===== src/rtl/wlvl_pkg.sv =====
package wlvl_pkg;

  typedef enum logic [2:0] {
    PH_IDLE,
    PH_SETTLE,
    PH_PULSE,
    PH_WAIT,
    PH_SAMPLE,
    PH_CHECK
  } phase_e;

  typedef enum logic [1:0] {
    ACT_STEP,
    ACT_LOCK,
    ACT_FAIL
  } lane_act_e;

  // Decision for one lane at a feedback sample.
  function automatic lane_act_e lane_decide(input logic fb, input logic prev_low,
                                            input logic at_max);
    if (fb && prev_low)
      return ACT_LOCK;
    else if (at_max)
      return ACT_FAIL;
    else
      return ACT_STEP;
  endfunction

  // Wait counter has reached its programmed limit.
  function automatic logic count_reached(input int unsigned cnt, input int unsigned lim);
    return cnt >= lim;
  endfunction

endpackage


===== src/rtl/wlvl_seq.sv =====
module wlvl_seq
  import wlvl_pkg::*;
#(
  parameter int CNT_W = 8
) (
  input  logic             clk,
  input  logic             rst_n,
  input  logic             start,
  input  logic [CNT_W-1:0] settle_cyc,
  input  logic [CNT_W-1:0] sample_lat,
  input  logic             all_resolved,
  output logic             start_go,
  output logic             dqs_pulse,
  output logic             sample_now,
  output logic             done,
  output logic             busy
);

  phase_e           phase_q;
  logic [CNT_W-1:0] cnt_q;
  logic             settle_end;
  logic             wait_end;

  assign settle_end = count_reached(32'(cnt_q), 32'(settle_cyc));
  assign wait_end   = count_reached(32'(cnt_q), 32'(sample_lat));

  always_ff @(posedge clk) begin
    if (!rst_n) begin
      phase_q <= PH_IDLE;
      cnt_q   <= '0;
    end else begin
      case (phase_q)
        PH_IDLE: begin
          if (start) begin
            phase_q <= PH_SETTLE;
            cnt_q   <= '0;
          end
        end
        PH_SETTLE: begin
          if (settle_end) begin
            phase_q <= PH_PULSE;
            cnt_q   <= '0;
          end else begin
            cnt_q <= cnt_q + 1'b1;
          end
        end
        PH_PULSE: begin
          phase_q <= PH_WAIT;
          cnt_q   <= '0;
        end
        PH_WAIT: begin
          if (wait_end) phase_q <= PH_SAMPLE;
          else          cnt_q   <= cnt_q + 1'b1;
        end
        PH_SAMPLE: phase_q <= PH_CHECK;
        PH_CHECK: begin
          if (all_resolved) begin
            phase_q <= PH_IDLE;
          end else begin
            phase_q <= PH_SETTLE;
            cnt_q   <= '0;
          end
        end
        default: phase_q <= PH_IDLE;
      endcase
    end
  end

  assign start_go   = start && (phase_q == PH_IDLE);
  assign dqs_pulse  = (phase_q == PH_PULSE);
  assign sample_now = (phase_q == PH_SAMPLE);
  assign done       = (phase_q == PH_CHECK) && all_resolved;
  assign busy       = (phase_q != PH_IDLE);

endmodule


===== src/rtl/wlvl_lane.sv =====
module wlvl_lane
  import wlvl_pkg::*;
#(
  parameter int TAP_W = 6
) (
  input  logic             clk,
  input  logic             rst_n,
  input  logic             clear,
  input  logic             sample,
  input  logic             fb,
  output logic [TAP_W-1:0] tap,
  output logic             locked,
  output logic             failed
);

  localparam logic [TAP_W-1:0] TAP_MAX = {TAP_W{1'b1}};

  logic [TAP_W-1:0] tap_q;
  logic             prev_low_q;
  logic             locked_q;
  logic             failed_q;
  logic             active;
  lane_act_e        act;

  assign active = !locked_q && !failed_q;
  assign act    = lane_decide(fb, prev_low_q, tap_q == TAP_MAX);

  always_ff @(posedge clk) begin
    if (!rst_n || clear) begin
      tap_q      <= '0;
      prev_low_q <= 1'b0;
      locked_q   <= 1'b0;
      failed_q   <= 1'b0;
    end else if (sample && active) begin
      prev_low_q <= !fb;
      case (act)
        ACT_LOCK: locked_q <= 1'b1;
        ACT_FAIL: failed_q <= 1'b1;
        default:  tap_q    <= tap_q + 1'b1;
      endcase
    end
  end

  assign tap    = tap_q;
  assign locked = locked_q;
  assign failed = failed_q;

endmodule


===== src/rtl/wlvl_engine.sv =====
module wlvl_engine #(
  parameter int LANES = 8,
  parameter int TAP_W = 6,
  parameter int CNT_W = 8
) (
  input  logic                   clk,
  input  logic                   rst_n,
  input  logic                   start,
  input  logic [CNT_W-1:0]       settle_cyc,
  input  logic [CNT_W-1:0]       sample_lat,
  input  logic [LANES-1:0]       lvl_fb,
  output logic                   busy,
  output logic                   done,
  output logic                   dqs_pulse,
  output logic [LANES*TAP_W-1:0] lane_tap,
  output logic [LANES-1:0]       lane_locked,
  output logic [LANES-1:0]       lane_failed
);

  // internal events, visible to the bound checker
  logic start_go;
  logic sample_now;
  logic all_resolved;

  assign all_resolved = &(lane_locked | lane_failed);

  wlvl_seq #(.CNT_W(CNT_W)) seq_i (
    .clk         (clk),
    .rst_n       (rst_n),
    .start       (start),
    .settle_cyc  (settle_cyc),
    .sample_lat  (sample_lat),
    .all_resolved(all_resolved),
    .start_go    (start_go),
    .dqs_pulse   (dqs_pulse),
    .sample_now  (sample_now),
    .done        (done),
    .busy        (busy)
  );

  for (genvar g = 0; g < LANES; g++) begin : g_lane
    wlvl_lane #(.TAP_W(TAP_W)) lane_i (
      .clk   (clk),
      .rst_n (rst_n),
      .clear (start_go),
      .sample(sample_now),
      .fb    (lvl_fb[g]),
      .tap   (lane_tap[g*TAP_W +: TAP_W]),
      .locked(lane_locked[g]),
      .failed(lane_failed[g])
    );
  end

endmodule


===== config.mk =====
export PLATFORM = sky130hd
export DESIGN_NAME = wlvl_engine
export DESIGN_NICKNAME = d
export VERILOG_FILES = /design/src/rtl/wlvl_pkg.sv /design/src/rtl/wlvl_seq.sv /design/src/rtl/wlvl_lane.sv /design/src/rtl/wlvl_engine.sv
export SDC_FILE = /design/constraint.sdc
export NUM_CORES = 1
export LEC_CHECK = 0
export ABC_AREA = 1
export BUFFER_PORTS_ARGS = -buffer_cell sky130_fd_sc_hd__buf_2
export CAP_MARGIN = 20
export CORE_MARGIN = 10
export CORE_UTILIZATION = 50
export DETAILED_ROUTE_END_ITERATION = 6
export PLACE_DENSITY = 0.76
export SLEW_MARGIN = 10
export SYNTH_ARGS = -nofsm -noshare
export SYNTH_HDL_FRONTEND = slang
export SYNTH_HIERARCHICAL = 1
export SYNTH_SLANG_ARGS = --single-unit

===== constraint.sdc =====
create_clock -name clk -period 2.2 [get_ports clk]
set_input_delay 0.44 -clock clk [delete_from_list [all_inputs] [get_ports clk]]
set_output_delay 0.44 -clock clk [all_outputs]
set_load 0.005 [all_outputs]

* Word level (Yosys, flattened, before mapping)
Cells that the tools add are included.
Storage, ports and cells: bits in registers 83, bits of input ports 27, output and inout bits 67, logic and storage cells 204
Cells by class: $add $sub $neg 9, magnitude comparators 2, eq/ne operators 34, muxes and demuxes 26, bitwise operators 9, reduce and logical (&&, ||, !) cells 90
Operators by type and width (count):
- $add A6 B1 Y6 const B | 8
- $eq A6 B6 Y1 const B | 8
- $reduce_and A2 Y1 | 24
- $pmux W8 S5 | 1
- $mux W2 | 16
- $mux W8 | 4
- $logic_and A1 B1 Y1 | 26
- $logic_not A1 Y1 | 25
- $pmux W3 S6 | 1
- $eq A2 B1 Y1 const B | 8
- $eq A2 B2 Y1 const B | 8
- $ge A8 B8 Y1 | 2
- $reduce_or A2 Y1 | 8
- $mux W3 | 3
- $add A8 B1 Y8 const B | 1
- $not A1 Y1 | 8
- $or A8 B8 Y8 | 1
- $reduce_and A8 Y1 | 1
- $eq A3 B2 Y1 const B | 2
- $eq A3 B3 Y1 const B | 2
- $ne A2 B2 Y1 const B | 3
- $reduce_bool A5 Y1 | 1
- $ne A2 B1 Y1 const B | 2
- $reduce_and A4 Y1 | 1
- other kinds (6) | 6

* Depth between registers and ports, before layout
depth in word-level cells 7, gate-level depth with buffers 14, gate-level depth less buffers 14

* By module
The synthesis kept the hierarchy.
Modules (own cells, without submodules):
- wlvl_lane | instances 8, cells an instance 61, area each 439.2 um^2, seq. area each 180.2 um^2
- wlvl_seq | instances 1, cells an instance 173, area each 1113.6 um^2, seq. area each 220.2 um^2
- wlvl_engine | instances 1, cells an instance 15, area each 56.3 um^2, seq. area each 0.0 um^2

* Worst setup path after synthesis
No wires, ideal clock.
kind flip-flop to flip-flop, start register seq_i.phase_q[0], end register g_lane[0].lane_i.tap_q[4], setup time 0.115 ns, data arrival time 1.931 ns, path slack 0.154 ns, cell stages (with the launch flop) 8, buffers on the path 0, path through dfxtp_1 or2_4 nor2_1 nand3_2 nor2_4 nand3_1 nand2_1 nor2_1
Between the ends: longest elaborated chain between the ends 3, elaborated cells on any way between the ends 6, those cells by class eq/ne: 1; reduce/logical: 5
Ends and longest elaborated chain:
- start: declaration | line wlvl_seq.sv:19 | phase_e phase_q;
- start signal: assignment | line wlvl_seq.sv:29 | phase_q <= PH_IDLE;
- start signal: assignment | line wlvl_seq.sv:35 | phase_q <= PH_SETTLE;
- start signal: assignment | line wlvl_seq.sv:41 | phase_q <= PH_PULSE;
- $eq A3 B3 Y1 | line wlvl_seq.sv:71 | assign sample_now = (phase_q == PH_SAMPLE);
- net sample_now | line wlvl_engine.sv:22 | logic sample_now;
- $logic_and A1 B1 Y1 | line wlvl_lane.sv:34 | end else if (sample && active) begin
- $reduce_and A2 Y1 (no source line)
- end signal: assignment | line wlvl_lane.sv:39 | default: tap_q <= tap_q + 1'b1;
- end: declaration | line wlvl_lane.sv:18 | logic [TAP_W-1:0] tap_q;
The timed path passes the listed nets, and every way through them passes these cells. A chain may end at the register's enable or synchronous reset.

* Final worst setup path
start register g_lane[1].lane_i.failed_q, end output port done
Between the ends: longest elaborated chain between the ends 3
Ends and longest elaborated chain:
- start: declaration | line wlvl_lane.sv:21 | logic failed_q;
- start signal: assignment | line wlvl_lane.sv:33 | failed_q <= 1'b0;
- start signal: assignment | line wlvl_lane.sv:38 | ACT_FAIL: failed_q <= 1'b1;
- $or A8 B8 Y8 | line wlvl_engine.sv:25 | assign all_resolved = &(lane_locked | lane_failed);
- $reduce_and A8 Y1 | line wlvl_engine.sv:25
- net all_resolved | line wlvl_engine.sv:23 | logic all_resolved;
- $logic_and A1 B1 Y1 | line wlvl_seq.sv:72 | assign done = (phase_q == PH_CHECK) && all_resolved;
- end: declaration | line wlvl_engine.sv:13 | output logic done,
The timed path passes the listed nets, and every way through them passes these cells.

==> results.sh <==
export IMPL_htreeDepth=3
export IMPL_final_cells=896
export IMPL_antenna_left=0
export IMPL_overflow=0
export IMPL_clkSinkCount=83
export IMPL_fin_tns_setup_ns=0
export IMPL_drtIter0Drc=264
export IMPL_fin_worst_skew_ns=0.00707
export IMPL_critPathArrivalTime_ns=1.58
export IMPL_grt_max_degree=17
export IMPL_syn_nets=728
export IMPL_grt_pass1_wl_um=18000
export IMPL_clk_insertion_delay_late_ns=0.34
export IMPL_drt_pass1_iterations=6
export IMPL_fp_dieW_um=117
export IMPL_grt_pass1_vias=4180
export IMPL_post_cts_setup_buffers=0
export IMPL_powerDensity_mw_per_mm2=564
export IMPL_num_nets_final=833
export IMPL_ir_drop_mv=0.429
export IMPL_critPathRequiredTime_ns=1.76
export IMPL_drive_gt1_frac=0.220
export IMPL_wirelength_um=10800
export IMPL_yosysUniqueCellTypes=26
export IMPL_cts_resized_gates=0
export IMPL_clockBufferDepth=2
export IMPL_io_pins=94
export IMPL_path_class="reg -> out"
export IMPL_hp_class="in -> reg"
export IMPL_port_buffers=93
export IMPL_syn_inst=676
export IMPL_die_y_um=117
export IMPL_synth_seq_cells=83
export IMPL_cap_violations=0
export IMPL_start_kind="register"
export IMPL_drv_slew=0
export IMPL_initial_core_util=0.509
export IMPL_core_mm2=0.00920
export IMPL_final_common_cell="nand2_1"
export IMPL_synth_avg_cell_area_um2=6.93
export IMPL_dieArea_mm2=0.0136
export IMPL_yosysSeqAreaShare=0.355
export IMPL_cts_tree="done"
export IMPL_worstPathMaxFanout=4
export IMPL_vias=4426
export IMPL_rsz0062_at_grt="false"
export IMPL_finalCriticalPeriod_ns=2.02
export IMPL_cp_end_kind="output port"
export IMPL_syn_cell_area_mm2=0.00468
export IMPL_clockRootBuffer="clkbuf_8"
export IMPL_globalplace_congestion=0.842
export IMPL_leakagePower_nw=2.71
export IMPL_cts_made_buffers=9
export IMPL_status="finished, final reports clean"
export IMPL_fin_util=0.601
export IMPL_grt_total_usage=0.158
export IMPL_antenna_cells=0
export IMPL_hold_buffers=0
export IMPL_placedCellCount=881
export IMPL_setup_violations=0
export IMPL_final_cell_mix="158 x nand2_1, 116 x nor2_1, 93 x buf_2"
export IMPL_vias_per_cell=4.94
export IMPL_path_clk_slew_ns=0.08
export IMPL_row_count=35
export IMPL_holdWs_ns=0.281
export IMPL_tightest_slew_ns=0.693
export IMPL_antenna_found_initial=0
export IMPL_timing_fmax_mhz=495
export IMPL_wl_per_cell_um=12.1
export IMPL_ys_warn_count=6
export IMPL_drc=0
export IMPL_slew_headroom=0.537
export IMPL_place_hpwl_um=8540
export IMPL_finalHoldViolCount=0
export IMPL_timing_final_crit_share=0.918
export IMPL_area_delta_synth_final_pct=18.0
## where the power goes
| part | internal [W] | switching, W | total [W] |
|---|---|---|---|
| combinational | 0.000116 | 0.000208 | 0.000323 |
| clock | 0.000747 | 0.000516 | 0.00126 |
| sequential | 0.00152 | 0.0000159 | 0.00153 |
| total | 0.00238 | 0.000739 | 0.00312 |
## per-stage QoR
| stage | total power, W | cell area (um^2) | setup WS, ns |
|---|---|---|---|
| after floorplan | 0.00179 | 4680 | 0.154 |
| after global placement | 0.00188 | 5300 | 0.351 |
| after detailed placement | 0.00189 | 5300 | 0.301 |
| after CTS | 0.00315 | 5530 | 0.166 |
| after global routing | 0.00327 | 5530 | 0.0591 |
| final | 0.00312 | 5530 | 0.179 |
## synthesized netlist by cell type
cell type	n	area, um^2
inv_2	9	33.8
nand2_8	1	20.0
o211ai_1	1	7.51
or2_2	1	6.26
nand3_1	30	150
o21ai_0	8	40.0
dfxtp_1	83	1660
inv_1	85	319
o21ai_1	9	45.0
nand2_4	1	11.3
nor2_1	117	439
nor3_1	2	10.0
xor2_1	10	87.6
nand2_2	13	81.3
nand2_1	158	593
nor2_2	2	12.5
nor3b_2	1	12.5
o2111ai_1	1	8.76
inv_4	1	6.26
a21oi_1	61	305
or2_4	1	8.76
ha_1	25	313
nor2_4	17	191
o21a_1	9	67.6
nand3_2	17	170
nand4_1	13	81.3
## area by class of cell
type | instances | area (um^2)
Clock buffer | 10 | 128
Clock inverter | 5 | 103
Fill cell | 840 | 3670
Inverter | 95 | 359
Multi-Input combinational cell | 498 | 2670
Sequential cell | 83 | 1660
Tap cell | 111 | 139
Timing Repair Buffer | 94 | 473
## worst max-delay path, cell delays in order, from the launching register on
cell,delay [ns]
dfxtp_1,0.39
nor2_1,0.07
nor2_1,0.17
nand2_1,0.07
nor2_1,0.16
nand2_1,0.07
nor2_1,0.16
buf_2,0.14
## layer usage
metal / routed length (um) / vias to the layer above / part of all wire / track usage
met5: 0 / - / 0 / 0
met4: 85 / 0 / 0.0079 / 0.0297
met3: 699 / 6 / 0.065 / 0.0525
met2: 5030 / 98 / 0.47 / 0.269
met1: 4990 / 1961 / 0.46 / 0.191
li1: - / 2361 / - / -
## sequential cells by signal, indices dropped and copies added, names as in the netlist
signal and cells:
g_lane.lane_i/failed 8, g_lane.lane_i/locked 8, g_lane.lane_i/prev_low_q 8, g_lane.lane_i/tap 48, seq_i/cnt_q 8, seq_i/phase_q 3
## cells by family (layout without fill, tap and decap cells)
family | after synthesis | after routing | synth area share
AO/OA/AOI/OAI | 89 | 89 | 0.101
AND/OR/NAND/NOR | 374 | 374 | 0.382
buffers and inverters | 95 | 204 | 0.0767
flip-flops | 83 | 83 | 0.355
XOR/XNOR | 10 | 10 | 0.0187
adder cells (fa/ha/maj) | 25 | 25 | 0.0668
## worst paths after layout
| check | from | slack [ns] | to | depth (start not counted) |
|---|---|---|---|---|
| worst min register to register | seq_i/cnt_q[0] | 0.51 | seq_i/cnt_q[0] | 2 |
| worst min-delay path | lvl_fb[6] | 0.28 | g_lane[6].lane_i/prev_low_q | 2 |
| worst max register to register | seq_i/phase_q[0] | 0.30 | g_lane[6].lane_i/tap[3] | 7 |
| worst max-delay path | g_lane[1].lane_i/failed | 0.18 | done | 7 |
No activity file was read; power rests on OpenSTA's default activity.
